**config.mk**
```make
export PLATFORM = sky130hd
export DESIGN_NAME = keyed_wdog
export DESIGN_NICKNAME = d
export VERILOG_FILES = /design/src/rtl/wdog_pkg.sv /design/src/rtl/wdog_regs.sv /design/src/rtl/wdog_prescaler.sv /design/src/rtl/wdog_countdown.sv /design/src/rtl/keyed_wdog.sv
export SDC_FILE = /design/constraint.sdc
export NUM_CORES = 1
export LEC_CHECK = 0
export BUFFER_PORTS_ARGS = -buffer_cell sky130_fd_sc_hd__buf_2
export CORE_UTILIZATION = 61
export DETAILED_ROUTE_END_ITERATION = 7
export PLACE_DENSITY_LB_ADDON = 0.15
export RECOVER_POWER = 25
export SYNTH_ARGS = -nofsm -noshare
export SYNTH_HDL_FRONTEND = slang
export SYNTH_SLANG_ARGS = --single-unit
```
**constraint.sdc**
```tcl
create_clock -name clk -period 3.7 [get_ports clk]
set_input_delay 0.37 -clock clk [delete_from_list [all_inputs] [get_ports clk]]
set_output_delay 0.37 -clock clk [all_outputs]
set_load 0.02 [all_outputs]
```
**src/rtl/wdog_pkg.sv**
```systemverilog
package wdog_pkg;
    localparam int          KEY_W        = 12;
    localparam int          MODE_KEY_LSB = 12;
    localparam int          CTL_KEY_LSB  = 14;
    localparam logic [11:0] MODE_KEY     = 12'hABC;
    localparam logic [11:0] CTL_KEY      = 12'h248;
    localparam logic [31:0] FEED_WORD    = 32'h0000_1999;
    localparam int          CRV_W        = 12;
    localparam int          SEL_W        = 2;
    localparam int          LEN_W        = 2;

    typedef enum logic [1:0] {
        REG_MODE = 2'd0,
        REG_CTL  = 2'd1,
        REG_FEED = 2'd2,
        REG_STAT = 2'd3
    } reg_idx_e;

    typedef struct packed {
        logic             run_en;
        logic             rst_en;
        logic             irq_en;
        logic [LEN_W-1:0] plen;
        logic [CRV_W-1:0] crv;
        logic [SEL_W-1:0] sel;
    } wdog_cfg_t;
endpackage

```
**src/rtl/wdog_regs.sv**
```systemverilog
module wdog_regs
    import wdog_pkg::*;
(
    input  logic        clk,
    input  logic        rst_n,
    input  logic        bus_wr,
    input  logic        bus_rd,
    input  logic [3:2]  bus_addr,
    input  logic [31:0] bus_wdata,
    input  logic        expired_i,
    output wdog_cfg_t   cfg_o,
    output logic        feed_o,
    output logic [31:0] bus_rdata
);
    typedef struct packed {
        wdog_cfg_t   cfg;
        logic [31:0] rdata;
    } regs_state_t;

    regs_state_t st_d, st_q;
    reg_idx_e    idx;
    logic        mode_key_ok, ctl_key_ok;
    logic [31:0] rd_mux;

    always_comb begin
        idx         = reg_idx_e'(bus_addr);
        mode_key_ok = bus_wdata[MODE_KEY_LSB +: KEY_W] == MODE_KEY;
        ctl_key_ok  = bus_wdata[CTL_KEY_LSB +: KEY_W] == CTL_KEY;
        st_d        = st_q;
        feed_o      = 1'b0;

        if (bus_wr) begin
            unique case (idx)
                REG_MODE: if (mode_key_ok) begin
                    st_d.cfg.run_en = bus_wdata[0];
                    st_d.cfg.rst_en = bus_wdata[1];
                    st_d.cfg.irq_en = bus_wdata[2];
                    st_d.cfg.plen   = bus_wdata[5:4];
                end
                REG_CTL: if (ctl_key_ok) begin
                    st_d.cfg.crv = bus_wdata[CRV_W+1:2];
                    st_d.cfg.sel = bus_wdata[SEL_W-1:0];
                end
                REG_FEED: feed_o = bus_wdata == FEED_WORD;
                default: ;
            endcase
        end

        unique case (idx)
            REG_MODE: rd_mux = {26'd0, st_q.cfg.plen, 1'b0, st_q.cfg.irq_en,
                                st_q.cfg.rst_en, st_q.cfg.run_en};
            REG_CTL:  rd_mux = {18'd0, st_q.cfg.crv, st_q.cfg.sel};
            REG_STAT: rd_mux = {31'd0, expired_i};
            default:  rd_mux = 32'd0;
        endcase
        if (bus_rd) st_d.rdata = rd_mux;
    end

    always_ff @(posedge clk or negedge rst_n) begin
        if (!rst_n) begin
            st_q.cfg.run_en <= 1'b0;
            st_q.cfg.rst_en <= 1'b0;
            st_q.cfg.irq_en <= 1'b0;
            st_q.cfg.plen   <= '0;
            st_q.cfg.crv    <= '1;
            st_q.cfg.sel    <= '1;
            st_q.rdata      <= '0;
        end else begin
            st_q <= st_d;
        end
    end

    assign cfg_o     = st_q.cfg;
    assign bus_rdata = st_q.rdata;

    // an unkeyed mode write leaves the mode fields untouched
    p_mode_key_r3: assert property (@(posedge clk) disable iff (!rst_n)
        (bus_wr && bus_addr == 2'd0 && bus_wdata[23:12] != 12'hABC)
        |=> ($stable(cfg_o.run_en) && $stable(cfg_o.rst_en) &&
             $stable(cfg_o.irq_en) && $stable(cfg_o.plen)));

    // an unkeyed control write leaves the control fields untouched
    p_ctl_key_r4: assert property (@(posedge clk) disable iff (!rst_n)
        (bus_wr && bus_addr == 2'd1 && bus_wdata[25:14] != 12'h248)
        |=> ($stable(cfg_o.crv) && $stable(cfg_o.sel)));

    // read data moves only after a read strobe
    p_rdata_hold_r1: assert property (@(posedge clk) disable iff (!rst_n)
        !bus_rd |=> $stable(bus_rdata));
endmodule

```
**src/rtl/wdog_prescaler.sv**
```systemverilog
module wdog_prescaler #(
    parameter int BASE_SHIFT = 3,
    parameter int STEP_SHIFT = 3
) (
    input  logic       clk,
    input  logic       rst_n,
    input  logic       run_i,
    input  logic       clear_i,
    input  logic [1:0] sel_i,
    output logic       tick_o
);
    localparam int NUM_SEL = 4;
    localparam int PSC_W   = BASE_SHIFT + (NUM_SEL - 1) * STEP_SHIFT;
    localparam logic [PSC_W-1:0] PSC_ONE = {{(PSC_W-1){1'b0}}, 1'b1};

    logic [PSC_W-1:0] last_cnt [NUM_SEL];

    for (genvar g = 0; g < NUM_SEL; g++) begin : g_term
        assign last_cnt[g] = (PSC_ONE << (BASE_SHIFT + g * STEP_SHIFT)) - PSC_ONE;
    end

    logic [PSC_W-1:0] psc_d, psc_q;

    always_comb begin
        tick_o = run_i && (psc_q == last_cnt[sel_i]);
        if (!run_i || clear_i || tick_o) psc_d = '0;
        else                             psc_d = psc_q + PSC_ONE;
    end

    always_ff @(posedge clk or negedge rst_n) begin
        if (!rst_n) psc_q <= '0;
        else        psc_q <= psc_d;
    end

    // no step can follow a cycle with the watchdog stopped
    p_idle_no_tick_r10: assert property (@(posedge clk) disable iff (!rst_n)
        !run_i |=> !tick_o);

    // steps are never back to back (smallest divisor is above one)
    p_tick_gap_r6: assert property (@(posedge clk) disable iff (!rst_n)
        tick_o |=> !tick_o);
endmodule

```
**src/rtl/wdog_countdown.sv**
```systemverilog
module wdog_countdown
    import wdog_pkg::*;
#(
    parameter int LOW_W = 12
) (
    input  logic             clk,
    input  logic             rst_n,
    input  logic             tick_i,
    input  logic             feed_i,
    input  logic [CRV_W-1:0] crv_i,
    input  logic             rst_en_i,
    input  logic             irq_en_i,
    input  logic [LEN_W-1:0] plen_i,
    output logic             expired_o,
    output logic             irq_o,
    output logic             rst_o
);
    localparam int CNT_W = CRV_W + LOW_W;
    localparam int PLS_W = (1 << LEN_W) + 1;
    localparam logic [CNT_W-1:0] CNT_ONE = {{(CNT_W-1){1'b0}}, 1'b1};
    localparam logic [PLS_W-1:0] PLS_ONE = {{(PLS_W-1){1'b0}}, 1'b1};

    typedef struct packed {
        logic [CNT_W-1:0] cnt;
        logic             expired;
        logic [PLS_W-1:0] pulse;
    } cd_state_t;

    cd_state_t st_d, st_q;
    logic      fire;

    always_comb begin
        st_d = st_q;
        fire = !feed_i && tick_i && (st_q.cnt == CNT_ONE);

        if (feed_i) begin
            st_d.cnt     = {crv_i, {LOW_W{1'b1}}};
            st_d.expired = 1'b0;
        end else if (tick_i && st_q.cnt != '0) begin
            st_d.cnt = st_q.cnt - CNT_ONE;
            if (fire) st_d.expired = 1'b1;
        end

        if (fire && rst_en_i)
            st_d.pulse = PLS_ONE << ({1'b0, plen_i} + {{LEN_W{1'b0}}, 1'b1});
        else if (st_q.pulse != '0)
            st_d.pulse = st_q.pulse - PLS_ONE;
    end

    always_ff @(posedge clk or negedge rst_n) begin
        if (!rst_n) begin
            st_q.cnt     <= '1;
            st_q.expired <= 1'b0;
            st_q.pulse   <= '0;
        end else begin
            st_q <= st_d;
        end
    end

    assign expired_o = st_q.expired;
    assign irq_o     = st_q.expired && irq_en_i;
    assign rst_o     = st_q.pulse != '0;

    // the expired flag is sticky until a valid restart
    p_sticky_r8: assert property (@(posedge clk) disable iff (!rst_n)
        (expired_o && !feed_i) |=> expired_o);

    // a valid restart always clears the expired flag
    p_feed_clears_r5: assert property (@(posedge clk) disable iff (!rst_n)
        feed_i |=> !expired_o);

    // without a step or a restart the count does not move
    p_frozen_r10: assert property (@(posedge clk) disable iff (!rst_n)
        (!tick_i && !feed_i) |=> $stable(st_q.cnt));

    // a zero count only exists after an expiry
    p_zero_flagged_r7: assert property (@(posedge clk) disable iff (!rst_n)
        (st_q.cnt == '0) |-> expired_o);

    // the reset pulse starts in the cycle the flag sets
    p_pulse_start_r9: assert property (@(posedge clk) disable iff (!rst_n)
        (!expired_o && !feed_i && tick_i && st_q.cnt == CNT_ONE && rst_en_i)
        |=> (rst_o && expired_o));
endmodule

```
**src/rtl/keyed_wdog.sv**
```systemverilog
module keyed_wdog
    import wdog_pkg::*;
#(
    parameter int LOW_W      = 12,
    parameter int BASE_SHIFT = 3,
    parameter int STEP_SHIFT = 3
) (
    input  logic        clk,
    input  logic        rst_n,
    input  logic        bus_wr,
    input  logic        bus_rd,
    input  logic [3:2]  bus_addr,
    input  logic [31:0] bus_wdata,
    output logic [31:0] bus_rdata,
    output logic        irq_o,
    output logic        rst_o
);
    wdog_cfg_t cfg;
    logic      feed, tick, expired;

    wdog_regs u_regs (
        .clk       (clk),
        .rst_n     (rst_n),
        .bus_wr    (bus_wr),
        .bus_rd    (bus_rd),
        .bus_addr  (bus_addr),
        .bus_wdata (bus_wdata),
        .expired_i (expired),
        .cfg_o     (cfg),
        .feed_o    (feed),
        .bus_rdata (bus_rdata)
    );

    wdog_prescaler #(
        .BASE_SHIFT (BASE_SHIFT),
        .STEP_SHIFT (STEP_SHIFT)
    ) u_psc (
        .clk     (clk),
        .rst_n   (rst_n),
        .run_i   (cfg.run_en),
        .clear_i (feed),
        .sel_i   (cfg.sel),
        .tick_o  (tick)
    );

    wdog_countdown #(
        .LOW_W (LOW_W)
    ) u_cd (
        .clk       (clk),
        .rst_n     (rst_n),
        .tick_i    (tick),
        .feed_i    (feed),
        .crv_i     (cfg.crv),
        .rst_en_i  (cfg.rst_en),
        .irq_en_i  (cfg.irq_en),
        .plen_i    (cfg.plen),
        .expired_o (expired),
        .irq_o     (irq_o),
        .rst_o     (rst_o)
    );
endmodule

```
# After elaboration in Yosys (flattened, before gate mapping)
# Index checks and enable logic that the tools add are counted.
[op_classes]
reduce_logical = 19
bitwise = 1
n_shift = 1
eq_ne = 8
magnitude_cmp = 1
n_mux = 12
n_addsub = 4
[op_table]
columns = ["op", "n"]
rows = [
  ["2-to-1 mux 25 bit", 2],
  ["case mux 14 bit (3 select lines)", 1],
  ["2-to-1 mux 12 bit", 3],
  ["equality test 32 x 13 -> 1 bit (second input constant)", 1],
  ["binary-select mux 12 bit (select 2 bit)", 1],
  ["equality test 24 x 1 -> 1 bit (second input constant)", 1],
  ["nonzero test 24 bit", 1],
  ["subtractor 24 x 1 -> 24 bit (second input constant)", 1],
  ["adder 12 x 1 -> 12 bit (second input constant)", 1],
  ["equality test 12 x 10 -> 1 bit (second input constant)", 1],
  ["equality test 12 bit", 1],
  ["equality test 12 bit (second input constant)", 1],
  ["2-to-1 mux 5 bit", 2],
  ["logical AND 1 bit", 6],
  ["AND reduction 3 bit", 2],
  ["nonzero test 2 bit", 3],
  ["nonzero test 5 bit", 1],
  ["<< shifter 1 x 3 -> 5 bit (first input constant)", 1],
  ["subtractor 5 x 1 -> 5 bit (second input constant)", 1],
  ["equality test 2 bit (second input constant)", 2],
  ["adder 2 x 1 -> 3 bit (second input constant)", 1],
  ["greater-or-equal comparator 3 bit (second input constant)", 1],
  ["2-to-1 mux 1 bit", 3],
  ["inverter 2 -> 3 bit", 1],
  ["5 further kinds", 7],
]
[totals]
out_inout_bits = 34
elab_cells = 57
inputBits = 38
ff_bits = 93

# Logic depth before layout (Yosys ltp)
# Gate-level depths: netlist of run 1.
[logic_depth]
ltp_word = 11
ltp_mapped = 8
ltp_nobuf = 6

# Hierarchy
# From an unflattened synthesis of run 1, not the netlist that was laid out.
[hier_totals]
cells_unflattened = 397
area_unflattened_um2 = 4206.5
[by_module_without_submodules]
columns = ["module", "instances", "seq_area_each_um2", "area_per_inst_um2", "cells_per_inst"]
rows = [
  ["wdog_countdown", 1, 780.7, 1849.3, 191],
  ["wdog_regs", 1, 843.3, 1710.4, 141],
  ["wdog_prescaler", 1, 300.3, 646.9, 65],
]

# Least setup slack after synthesis of run 1
# OpenSTA, ideal clock, no wires.
[synth_timing]
path_kind = "register -> register"
from = "register u_cd.st_q[20] in the netlist's numbering"
to = "register u_cd.st_q[1] in the netlist's numbering"
synth_period_minus_slack_ns = 2.229
stages_incl_launch_ff = 7
arrival_time_ns = 2.102
setup_time_ns = 0.128
slack_ns = 1.471
cell_sequence = "dfstp_2 > or4_4 > or4_4 > buf_6 > nor2_2 > nand4_2 > mux2_1"
[synth_between]
elab_chain_cells = 4
word_cells_on_any_way = 5
classes_between = "eq/ne (1); mux (1); reduce/logical (3)"
[synth_rtl]
columns = ["item", "line_no", "text"]
rows = [
  ["start: declaration", "wdog_countdown.sv:29", "cd_state_t st_d, st_q;"],
  ["start signal: assignment", "wdog_countdown.sv:56", "st_q <= st_d;"],
  ["equality test 24 x 1 -> 1 bit (*)", "wdog_countdown.sv:34", "fire = !feed_i && tick_i && (st_q.cnt == CNT_ONE);"],
  ["logical AND 1 bit (*)", "wdog_countdown.sv:34", ""],
  ["logical AND 1 bit (*)", "wdog_countdown.sv:44", "if (fire && rst_en_i)"],
  ["2-to-1 mux 5 bit or nonzero test 2 bit (tied branches)", "n/a", ""],
]
# Every way passes the cells marked *; elsewhere a longest branch is shown, timed or not.
# A chain may end at the register's enable or synchronous reset.

# Final worst setup path of run 1
[layout_timing]
from = "register u_cd.st_q[14] in the netlist's numbering"
to = "register u_cd.st_q[23] in the netlist's numbering"
[layout_between]
elab_chain_cells = 3
word_cells_on_any_way = 6
classes_between = "add/sub (1); mux (2); reduce/logical (3)"
[layout_rtl]
columns = ["item", "line_no", "text"]
rows = [
  ["subtractor 24 x 1 -> 24 bit or nonzero test 24 bit (tied branches)", "wdog_countdown.sv:40, wdog_countdown.sv:39", ""],
  ["2-to-1 mux 25 bit or logical AND 1 bit (tied branches)", "wdog_countdown.sv:39", "end else if (tick_i && st_q.cnt != '0) begin"],
  ["2-to-1 mux 25 bit or nonzero test 2 bit (tied branches)", "n/a", ""],
]
# Several ways; a longest one is shown, not always the timed one. The select of a mux whose other input is x is not followed.

==> results of run 1 <==
[cell type report]
cell class	instances	area share
inverter	24	0.0194
timing repair buffer	55	0.0592
tap	77	0.0207
multi-input combinational	309	0.433
sequential	75	0.414
clock inverter	6	0.0242
clock buffer	10	0.0296
[cell usage in the layout, fill, tap and decap left out, types with 9 or more instances in the layout]
master    synthesis  layout
or4_1            11      11
o21ai_0          13      13
a31oi_1          10      10
nand3_1          19      19
o31ai_1          10      10
nand2_1          34      34
mux2i_1           9       9
clkbuf_8          0      10
mux2_2           20      20
or3_1             9       9
nand4_1          11      11
conb_1            1      18
buf_2             0      51
dfrtp_1          37      37
inv_1            24      24
nor3_1           11      11
dfstp_2          38      34
nor2_1           40      40
[per-layer routing]
layer | vias up | global-route usage
li1 | 1600 | -
met1 | 1626 | 0.376
met2 | 81 | 0.449
met3 | 16 | 0.0433
met4 | 0 | 0.111
met5 | - | 0
[state kept, by name, indices dropped and copies added, names as in the netlist]
name / count
u_cd.st_q: 29
u_regs.cfg_o: 19
u_regs.bus_rdata: 14
u_psc.psc_q: 12
u_cd.expired_o: 1
[worst max-delay path: cells and delay by family, from the launching register on]
kind | cells | cell delay, ns
simple gates | 5 | 2.03
flops | 1 | 0.39
[stage by stage]
step / hold slack, ns / cell area, um^2 / total power [mW]
3_3_place_gp: 0.417 / 4400 / 0.913
5_1_grt: 0.258 / 4650 / 1.73
3_5_place_dp: 0.418 / 4400 / 0.914
4_1_cts: 0.0361 / 4650 / 1.69
6_report: 0.265 / 4650 / 1.68
2_1_floorplan: 0.0744 / 4230 / 0.883
[how the worst max path moves through the flow]
stage	end	cells after the start	slack, ns	start
after detailed placement	u_cd.st_q[23]	5	1.26	u_cd.st_q[14]
after global routing	u_psc.psc_q[4]	2	0.97	rst_n
after floorplan	u_cd.st_q[1]	6	1.47	u_cd.st_q[20]
after global placement	u_cd.st_q[1]	7	1.32	bus_wdata[18]
after CTS	u_cd.st_q[23]	5	1.25	u_cd.st_q[14]
final	u_cd.st_q[23]	5	1.22	u_cd.st_q[14]
[cell families after synthesis]
logic type,share of synthesized area
flip-flops,0.462
AND/OR/NAND/NOR,0.230
adder cells (fa/ha/maj),0.0180
other,0.000900
buffers and inverters,0.0712
AO/OA/AOI/OAI,0.111
multiplexers,0.0784
XOR/XNOR,0.0294
[where the power goes]
group,internal (mW),total [mW],switching [mW],leakage (nW)
clock,0.467,0.778,0.311,0.126
combinational,0.0210,0.0750,0.0540,0.964
sequential,0.823,0.824,0.000998,0.907
total,1.31,1.68,0.366,2.00
==> results.py, run 1 <==
metrics = {
    "routing": {
        "first_pass_iters": 8,
        "via_count": 3323,
        "wire_per_inst_um": 16.7,
        "drc": 1,
        "wl_um": 9300,
        "highest_layer": "met4",
        "wl_met3_um": 356,
        "vias_per_cell": 5.98,
        "wl_met2_um": 4480,
        "ant_nets": 0,
        "wirelength_met1_um": 4280,
        "drtIter0Drc": 259,
    },
    "global_routing": {
        "grt_overflow": 0,
        "antenna_found_initial": 0,
        "grt_pass1_vias": 3182,
        "groute.usage.overall": 0.277,
        "grt_pass1_wl_um": 15300,
        "grt_max_degree": 48,
    },
    "setup_path": {
        "crit_fanout": 10,
        "crit_type": "reg -> reg",
        "crit_path_start_kind": "flop",
        "rr_startpoint": "u_cd.st_q[14]",
        "r2r_end": "u_cd.st_q[23]",
        "cp.required_ns": 3.99,
        "r2r_cells": 5,
        "slowest_delay_ns": 0.73,
        "crit_arrival_ns": 2.77,
        "slowest_stage": "nor4_2",
        "end_kind": "flop",
        "worstPathCellList": "nor4_2 > nand4_1 > or3_1 > or4_1 > nand3_1",
        "r2r_slack_ns": 1.22,
    },
    "synthesis": {
        "yosys-top-cells-count": "40 x nor2_1, 38 x dfstp_2, 37 x dfrtp_1",
        "ys_ff_latch": 75,
        "synth_area_um2": 4170,
        "syn-instance-count": 422,
        "ys_seq_area_frac": 0.462,
        "synthDominantCellAreaShare": 0.240,
        "syn_area_per_cell_um2": 9.88,
        "synth-edff-count": 0,
        "yosys-top-cells-area": "dfstp_2 24%, dfrtp_1 22%, mux2_2 5.4%, nor2_1 3.6%, buf_4 3.2%",
        "ys.flop_type": "dfstp_2",
        "yosys_warnings": 0,
        "async_reset_ff_frac": 1.00,
        "yosysMostFrequentCell": "nor2_1",
        "synthDistinctLibCells": 54,
        "yosysTopAreaCell": "dfstp_2",
    },
    "min_path": {
        "hold_end": "u_regs.cfg_o[7]",
        "hold_class": "in -> reg",
        "min_from": "bus_wdata[7]",
        "hold_depth": 2,
    },
    "status": {
        "status": "finished with violations",
        "violations": "design-rule violations",
    },
    "timing": {
        "max_freq_mhz": 403,
        "worst_pin_slew_ns": 1.48,
        "drv_slew": 0,
        "max_slew_margin": 0.0116,
        "rsz0062_at_grt": "no",
        "hold_viol_final": 0,
        "setup_viol": 0,
        "layout_setup_ws_ns": 1.22,
        "fin_skew_ns": 0.00940,
        "period_share": 0.671,
        "fin_crit_ns": 2.48,
        "setup_tns_ns": 0,
    },
    "cells_and_area": {
        "n_antenna_cell": 0,
        "final_nets": 518,
        "final_util": 0.719,
        "multiInputGateArea_um2": 2010,
        "fillers": 493,
        "ff_latch_area_um2": 1920,
        "syn2layout_area_growth_pct": 11.5,
        "drive_gt1_frac": 0.284,
        "stdcell_count": 556,
    },
    "power_and_ir_drop": {
        "p_per_area_nw_per_um2": 361,
        "p_leak_nw": 2.00,
        "vdd_drop_max_uv": 258,
    },
    "cts": {
        "cts.htree.levels": 3,
        "cts.repair_timing.setup_buffer_count": 0,
        "cts_buffer_depth": 2,
        "cts_buffers": 9,
        "post_cts_resized": 0,
        "clkTransAtPathRegs_ns": 0.08,
        "clock_latency_ns": 0.35,
        "cts_root_buffer": "clkbuf_8",
        "cts_tree": "yes",
        "hold_buffers": 0,
        "cts_sinks": 75,
    },
    "placement": {
        "place_inst": 540,
        "hpwlAfterDp_um": 6790,
        "pre_cts_ws_ns": 1.26,
        "numPortBuffers": 53,
        "gp_congestion": 0.825,
    },
    "floorplan": {
        "die_y_um": 84.7,
        "start_util": 0.645,
        "io-pin-count": 72,
        "die_area_um2": 7170,
        "core_area_um2": 6460,
        "die_width_um": 84.7,
        "std_cell_rows": 29,
    },
    "flow_run": {
        "max_cap_violations": 0,
    },
}
(Power assumes the default switching activity.)
==> inputs of run 2 (changes only) <==
Settings changed: ABC_AREA from default to 1, CORE_UTILIZATION 61 to 52.
Clock period 3.7 ns to 2.2 ns, I/O delays scaled along.
==> results.py, run 2 <==
metrics = {
    "status": {
        "status": "finished with violations",
        "violations": "max-capacitance violations, max-slew violations",
    },
    "synthesis": {
        "synthDistinctLibCells": 41,
        "syn_area_per_cell_um2": 7.19,
        "synth-edff-count": 0,
        "ys_ff_latch": 75,
        "yosysTopAreaCell": "dfstp_2",
        "synth_area_um2": 4820,
        "ys_seq_area_frac": 0.399,
        "ys.flop_type": "dfstp_2",
        "synthDominantCellAreaShare": 0.207,
        "async_reset_ff_frac": 1.00,
        "syn-instance-count": 671,
        "yosys-top-cells-area": "dfstp_2 21%, dfrtp_1 19%, nand2_1 14%, nor2_1 7.9%, nand3_1 7.3%",
        "yosys-top-cells-count": "177 x nand2_1, 101 x nor2_1, 70 x nand3_1",
        "yosys_warnings": 0,
        "yosysMostFrequentCell": "nand2_1",
    },
    "min_path": {
        "hold_depth": 3,
        "min_from": "bus_wdata[7]",
        "hold_class": "in -> reg",
        "hold_end": "u_regs.cfg_o[7]",
    },
    "cts": {
        "cts.htree.levels": 3,
        "clock_latency_ns": 0.36,
        "clkTransAtPathRegs_ns": 0.09,
        "cts_buffers": 9,
        "cts_tree": "yes",
        "cts_sinks": 75,
        "cts_root_buffer": "clkbuf_8",
        "post_cts_resized": 0,
        "cts_buffer_depth": 2,
    },
    "floorplan": {
        "std_cell_rows": 34,
        "die_width_um": 98.3,
        "die_y_um": 98.3,
        "io-pin-count": 72,
        "core_area_um2": 8850,
        "start_util": 0.545,
        "die_area_um2": 9660,
    },
    "global_routing": {
        "groute.usage.overall": 0.247,
        "antenna_found_initial": 0,
        "grt_pass1_vias": 4190,
        "grt_overflow": 0,
        "grt_pass1_wl_um": 19100,
        "grt_max_degree": 50,
    },
    "timing": {
        "hold_viol_final": 0,
        "drv_slew": 26,
        "rsz0062_at_grt": "no",
        "fin_skew_ns": 0.0180,
        "setup_viol": 0,
        "setup_tns_ns": 0,
        "fin_crit_ns": 1.93,
        "period_share": 0.877,
        "max_freq_mhz": 518,
        "max_slew_margin": -0.000705,
        "worst_pin_slew_ns": 1.50,
    },
    "cells_and_area": {
        "fillers": 837,
        "final_nets": 773,
        "n_antenna_cell": 0,
        "final_common_cell": "nand2_1",
        "layout_common_cells": "177 x nand2_1, 101 x nor2_1, 70 x nand3_1",
        "largest_reg_flops": 29,
        "drive_gt1_frac": 0.211,
        "final_util": 0.604,
        "syn2layout_area_growth_pct": 10.8,
        "regMostFlops": "u_cd.st_q",
    },
    "routing": {
        "wl_met2_um": 5160,
        "drc": 0,
        "vias_per_cell": 5.15,
        "wl_um": 11100,
        "wire_per_inst_um": 13.2,
        "wirelength_met1_um": 5290,
        "ant_nets": 0,
        "wl_met3_um": 388,
        "via_count": 4334,
        "drtIter0Drc": 235,
        "first_pass_iters": 6,
        "highest_layer": "met4",
    },
    "setup_path": {
        "crit_path_start_kind": "flop",
        "cp.required_ns": 2.50,
        "crit_type": "reg -> reg",
        "cp_top_family": "simple AND/OR/NAND/NOR gates",
        "r2r_cells": 10,
        "end_kind": "flop",
        "slowest_stage": "dfstp_2",
        "crit_arrival_ns": 2.23,
        "r2r_slack_ns": 0.27,
        "r2r_end": "u_cd.st_q[18]",
        "rr_startpoint": "u_regs.cfg_o[1]",
        "crit_fanout": 14,
        "path_buf_inv": 1,
        "slowest_delay_ns": 0.65,
        "worstPathCellList": "nand2_4 > clkinv_2 > nand2_2 > o21ai_2 > nand2_2 > nor2_4 > nand2_4 > nor2_8 > nand2_1 > nand3_1",
    },
    "power_and_ir_drop": {
        "p_leak_nw": 2.64,
        "p_int_mw": 2.00,
        "combPwrFrac": 0.070,
        "power_mw": 2.71,
        "vdd_drop_max_uv": 427,
        "swShare": 0.260,
        "p_sw_mw": 0.705,
        "p_per_area_nw_per_um2": 507,
        "p_clk_frac": 0.415,
        "sequentialPowerShare": 0.515,
    },
    "placement": {
        "hpwlAfterDp_um": 8710,
        "numPortBuffers": 53,
        "gp_congestion": 0.918,
    },
    "flow_run": {
        "max_cap_violations": 1,
    },
}
## run 2: worst max path at each step
stage	from	end	slack (ns)	depth (start not counted)
after global placement	u_regs.cfg_o[1]	u_cd.st_q[1]	0.31	9
final	u_regs.cfg_o[1]	u_cd.st_q[18]	0.27	10
after CTS	u_regs.cfg_o[1]	u_cd.st_q[18]	0.26	10
after global routing	u_regs.cfg_o[1]	u_cd.st_q[18]	0.11	10
after floorplan	u_regs.cfg_o[1]	u_cd.st_q[24]	0.58	12
after detailed placement	u_regs.cfg_o[1]	u_cd.st_q[1]	0.28	9
## run 2: worst reg2reg max path, delay by kind of cell (launching register included)
kind | cells | cell delay [ns]
AO/OA/AOI/OAI | 1 | 0.20
buffers and inverters | 1 | 0.06
flip-flops | 1 | 0.65
AND/OR/NAND/NOR | 8 | 0.98
## run 2: cells by family (layout without fill, tap and decap cells)
| group | count (synthesis) | after routing | synth area share |
|---|---|---|---|
| XOR/XNOR | 27 | 27 | 0.0490 |
| AO/OA/AOI/OAI | 41 | 41 | 0.0457 |
| adder cells (fa/ha/maj) | 6 | 6 | 0.0156 |
| buffers and inverters | 104 | 150 | 0.102 |
| AND/OR/NAND/NOR | 417 | 417 | 0.388 |
| other | 1 | 18 | 0.000777 |
| flip-flops | 75 | 75 | 0.399 |
## run 2: repair_timing
item / CTS / global route
hold buffers: 1 / 0
endpoints found under the hold margin: 17 / 0
buffers inserted: 0 / 0
## run 2: cell type report
cell class,count,area (um^2),share of cell area
repair buffers,59,319,0.0597
multi-input cells,509,2470,0.462
inverters,75,287,0.0536
well taps,108,135,0.0253
clock inverters,6,70.1,0.0131
clock buffers,10,138,0.0258
flip-flops and latches,75,1920,0.360
## run 2: power groups by stage
stage | logic, mW | clock network, mW | registers (mW)
6_report | 0.189 | 1.13 | 1.39
5_1_grt | 0.212 | 1.19 | 1.39
4_1_cts | 0.191 | 1.15 | 1.39
3_5_place_dp | 0.190 | 0 | 1.42
3_3_place_gp | 0.186 | 0 | 1.42
2_1_floorplan | 0.105 | 0 | 1.42
## run 2: metal layers
| layer | vias up | global-route usage |
|---|---|---|
| met4 | 0 | 0.0953 |
| met1 | 1995 | 0.330 |
| met5 | - | 0 |
| met2 | 105 | 0.410 |
| li1 | 2208 | - |
| met3 | 26 | 0.0308 |
## run 2: stage by stage
step	hold WS, ns	cell area [um^2]	setup slack [ns]	std cells
2_1_floorplan	-0.0756	4890	0.583	688
3_3_place_gp	0.262	5130	0.311	825
3_5_place_dp	0.277	5130	0.279	825
4_1_cts	0.0576	5350	0.260	842
5_1_grt	0.0960	5340	0.111	842
6_report	0.0699	5340	0.271	842
==> inputs of run 3 (changes only) <==
Settings changed: CORE_UTILIZATION 52 to 58, SLEW_MARGIN from default to 10.
Clock period 2.2 ns to 1.9 ns, I/O delays scaled along.
==> results.py, run 3 (same netlist as run 2, synthesis figures left out) <==
metrics = {
    "status": {
        "status": "finished clean",
    },
    "timing": {
        "hold_viol_final": 0,
        "drv_slew": 0,
        "period_share": 0.955,
        "fin_skew_ns": 0.0214,
        "max_freq_mhz": 551,
        "rsz0062_at_grt": "yes",
        "worst_pin_slew_ns": 1.11,
        "fin_crit_ns": 1.81,
        "setup_viol": 0,
        "layout_setup_ws_ns": 0.0864,
        "hold_ws_ns": 0.0612,
        "max_slew_margin": 0.262,
    },
    "cts": {
        "cts_sinks": 75,
        "cts_buffers": 9,
        "cts.htree.levels": 3,
        "clkTransAtPathRegs_ns": 0.09,
        "cts_buffer_depth": 2,
        "clock_latency_ns": 0.36,
        "cts_tree": "yes",
        "cts_root_buffer": "clkbuf_8",
    },
    "power_and_ir_drop": {
        "p_leak_nw": 2.73,
        "p_clk_frac": 0.417,
        "sequentialPowerShare": 0.514,
        "combPwrFrac": 0.069,
        "power_mw": 3.14,
        "vdd_drop_max_uv": 377,
        "p_int_mw": 2.32,
        "p_per_area_nw_per_um2": 572,
        "swShare": 0.260,
        "p_sw_mw": 0.815,
    },
    "routing": {
        "drtIter0Drc": 249,
        "wl_um": 11600,
        "wire_per_inst_um": 13.6,
        "via_count": 4500,
        "first_pass_iters": 4,
        "drc": 0,
        "ant_nets": 0,
        "vias_per_cell": 5.31,
    },
    "cells_and_area": {
        "final_common_cell": "nand2_1",
        "multiInputGateArea_um2": 2550,
        "design_area_um2": 5490,
        "stdcell_count": 847,
        "syn2layout_area_growth_pct": 13.7,
        "n_antenna_cell": 0,
        "fillers": 675,
        "final_nets": 784,
        "layout_common_cells": "176 x nand2_1, 97 x nor2_1, 66 x inv_1",
        "drive_gt1_frac": 0.230,
        "largest_reg_flops": 29,
        "ff_latch_area_um2": 1920,
        "regMostFlops": "u_cd.st_q",
    },
    "global_routing": {
        "antenna_found_initial": 0,
        "grt_max_degree": 57,
        "groute.usage.overall": 0.282,
        "grt_pass1_wl_um": 19100,
        "grt_overflow": 0,
        "grt_pass1_vias": 4166,
    },
    "placement": {
        "place_inst": 825,
        "gp_congestion": 0.956,
        "dpl_cell_area_um2": 5170,
        "hpwlAfterDp_um": 8780,
        "numPortBuffers": 53,
        "pre_cts_ws_ns": 0.00331,
    },
    "setup_path": {
        "crit_fanout": 7,
        "crit_path_start_kind": "flop",
        "cp.required_ns": 2.21,
        "crit_type": "reg -> reg",
        "crit_arrival_ns": 2.12,
        "end_kind": "flop",
    },
    "floorplan": {
        "io-pin-count": 72,
        "start_util": 0.612,
        "die_y_um": 93.2,
        "die_width_um": 93.2,
        "die_area_um2": 8690,
        "core_area_um2": 7890,
        "std_cell_rows": 32,
    },
    "min_path": {
        "hold_class": "in -> reg",
    },
    "flow_run": {
        "max_cap_violations": 0,
    },
}
[run 3: per-layer routing]
metal	vias up	global-route usage	wire length [um]
li1	2228	-	-
met1	2118	0.397	5380
met2	138	0.451	5420
met3	16	0.0276	552
met4	0	0.101	199
met5	-	0	0
[run 3: path summary, 6_finish.rpt]
kind	from	to	slack, ns	depth (start not counted)
min in group asynchronous	rst_n	u_cd.st_q[3]	0.55	2
max in group asynchronous	rst_n	u_regs.cfg_o[2]	0.25	3
setup / recovery	u_regs.cfg_o[1]	u_cd.st_q[29]	0.09	10
hold reg to reg	u_regs.bus_rdata[6]	u_regs.bus_rdata[6]	0.48	2
hold / removal	bus_wdata[7]	u_regs.cfg_o[7]	0.06	3
setup reg to reg	u_regs.cfg_o[1]	u_cd.st_q[29]	0.09	10
[run 3: area by class of cell]
type | count | share of cell area
clock buffers | 10 | 0.0251
clock inverters | 6 | 0.0130
inverters | 75 | 0.0522
multi-input cells | 510 | 0.466
flip-flops and latches | 75 | 0.351
well taps | 102 | 0.0233
repair buffers | 69 | 0.0700
[run 3: critical path, stage by stage, from the launching register on]
cell	delay (ns)
dfstp_2	0.64
nand2_4	0.10
clkinv_2	0.06
nand2_2	0.05
o21ai_4	0.15
nand2_2	0.09
nor2_4	0.14
nand2_4	0.12
nor2_4	0.26
nand2_2	0.09
nand3_2	0.06
[run 3: metrics by stage]
step	util	TNS (ns)
global placement	0.655	0
global route	0.695	-0.265
floorplan	-	0
finish	0.695	0
CTS	0.684	0
detailed placement	0.655	0
[run 3: timing repair]
item                       4_1_cts  5_1_grt
cloned                           0        1
buffers inserted                 0        4
hold buffers                     1        0
hold endpoints to repair         5        0
resized for setup                1       18
setup endpoints to repair        2       27
pin swaps                        0        7
[run 3: power groups by stage]
stage	registers [mW]	logic, mW	clock network [mW]
after global routing	1.61	0.242	1.38
after detailed placement	1.64	0.218	0
final	1.61	0.215	1.31
after global placement	1.64	0.214	0
after CTS	1.61	0.220	1.32
after floorplan	1.65	0.122	0
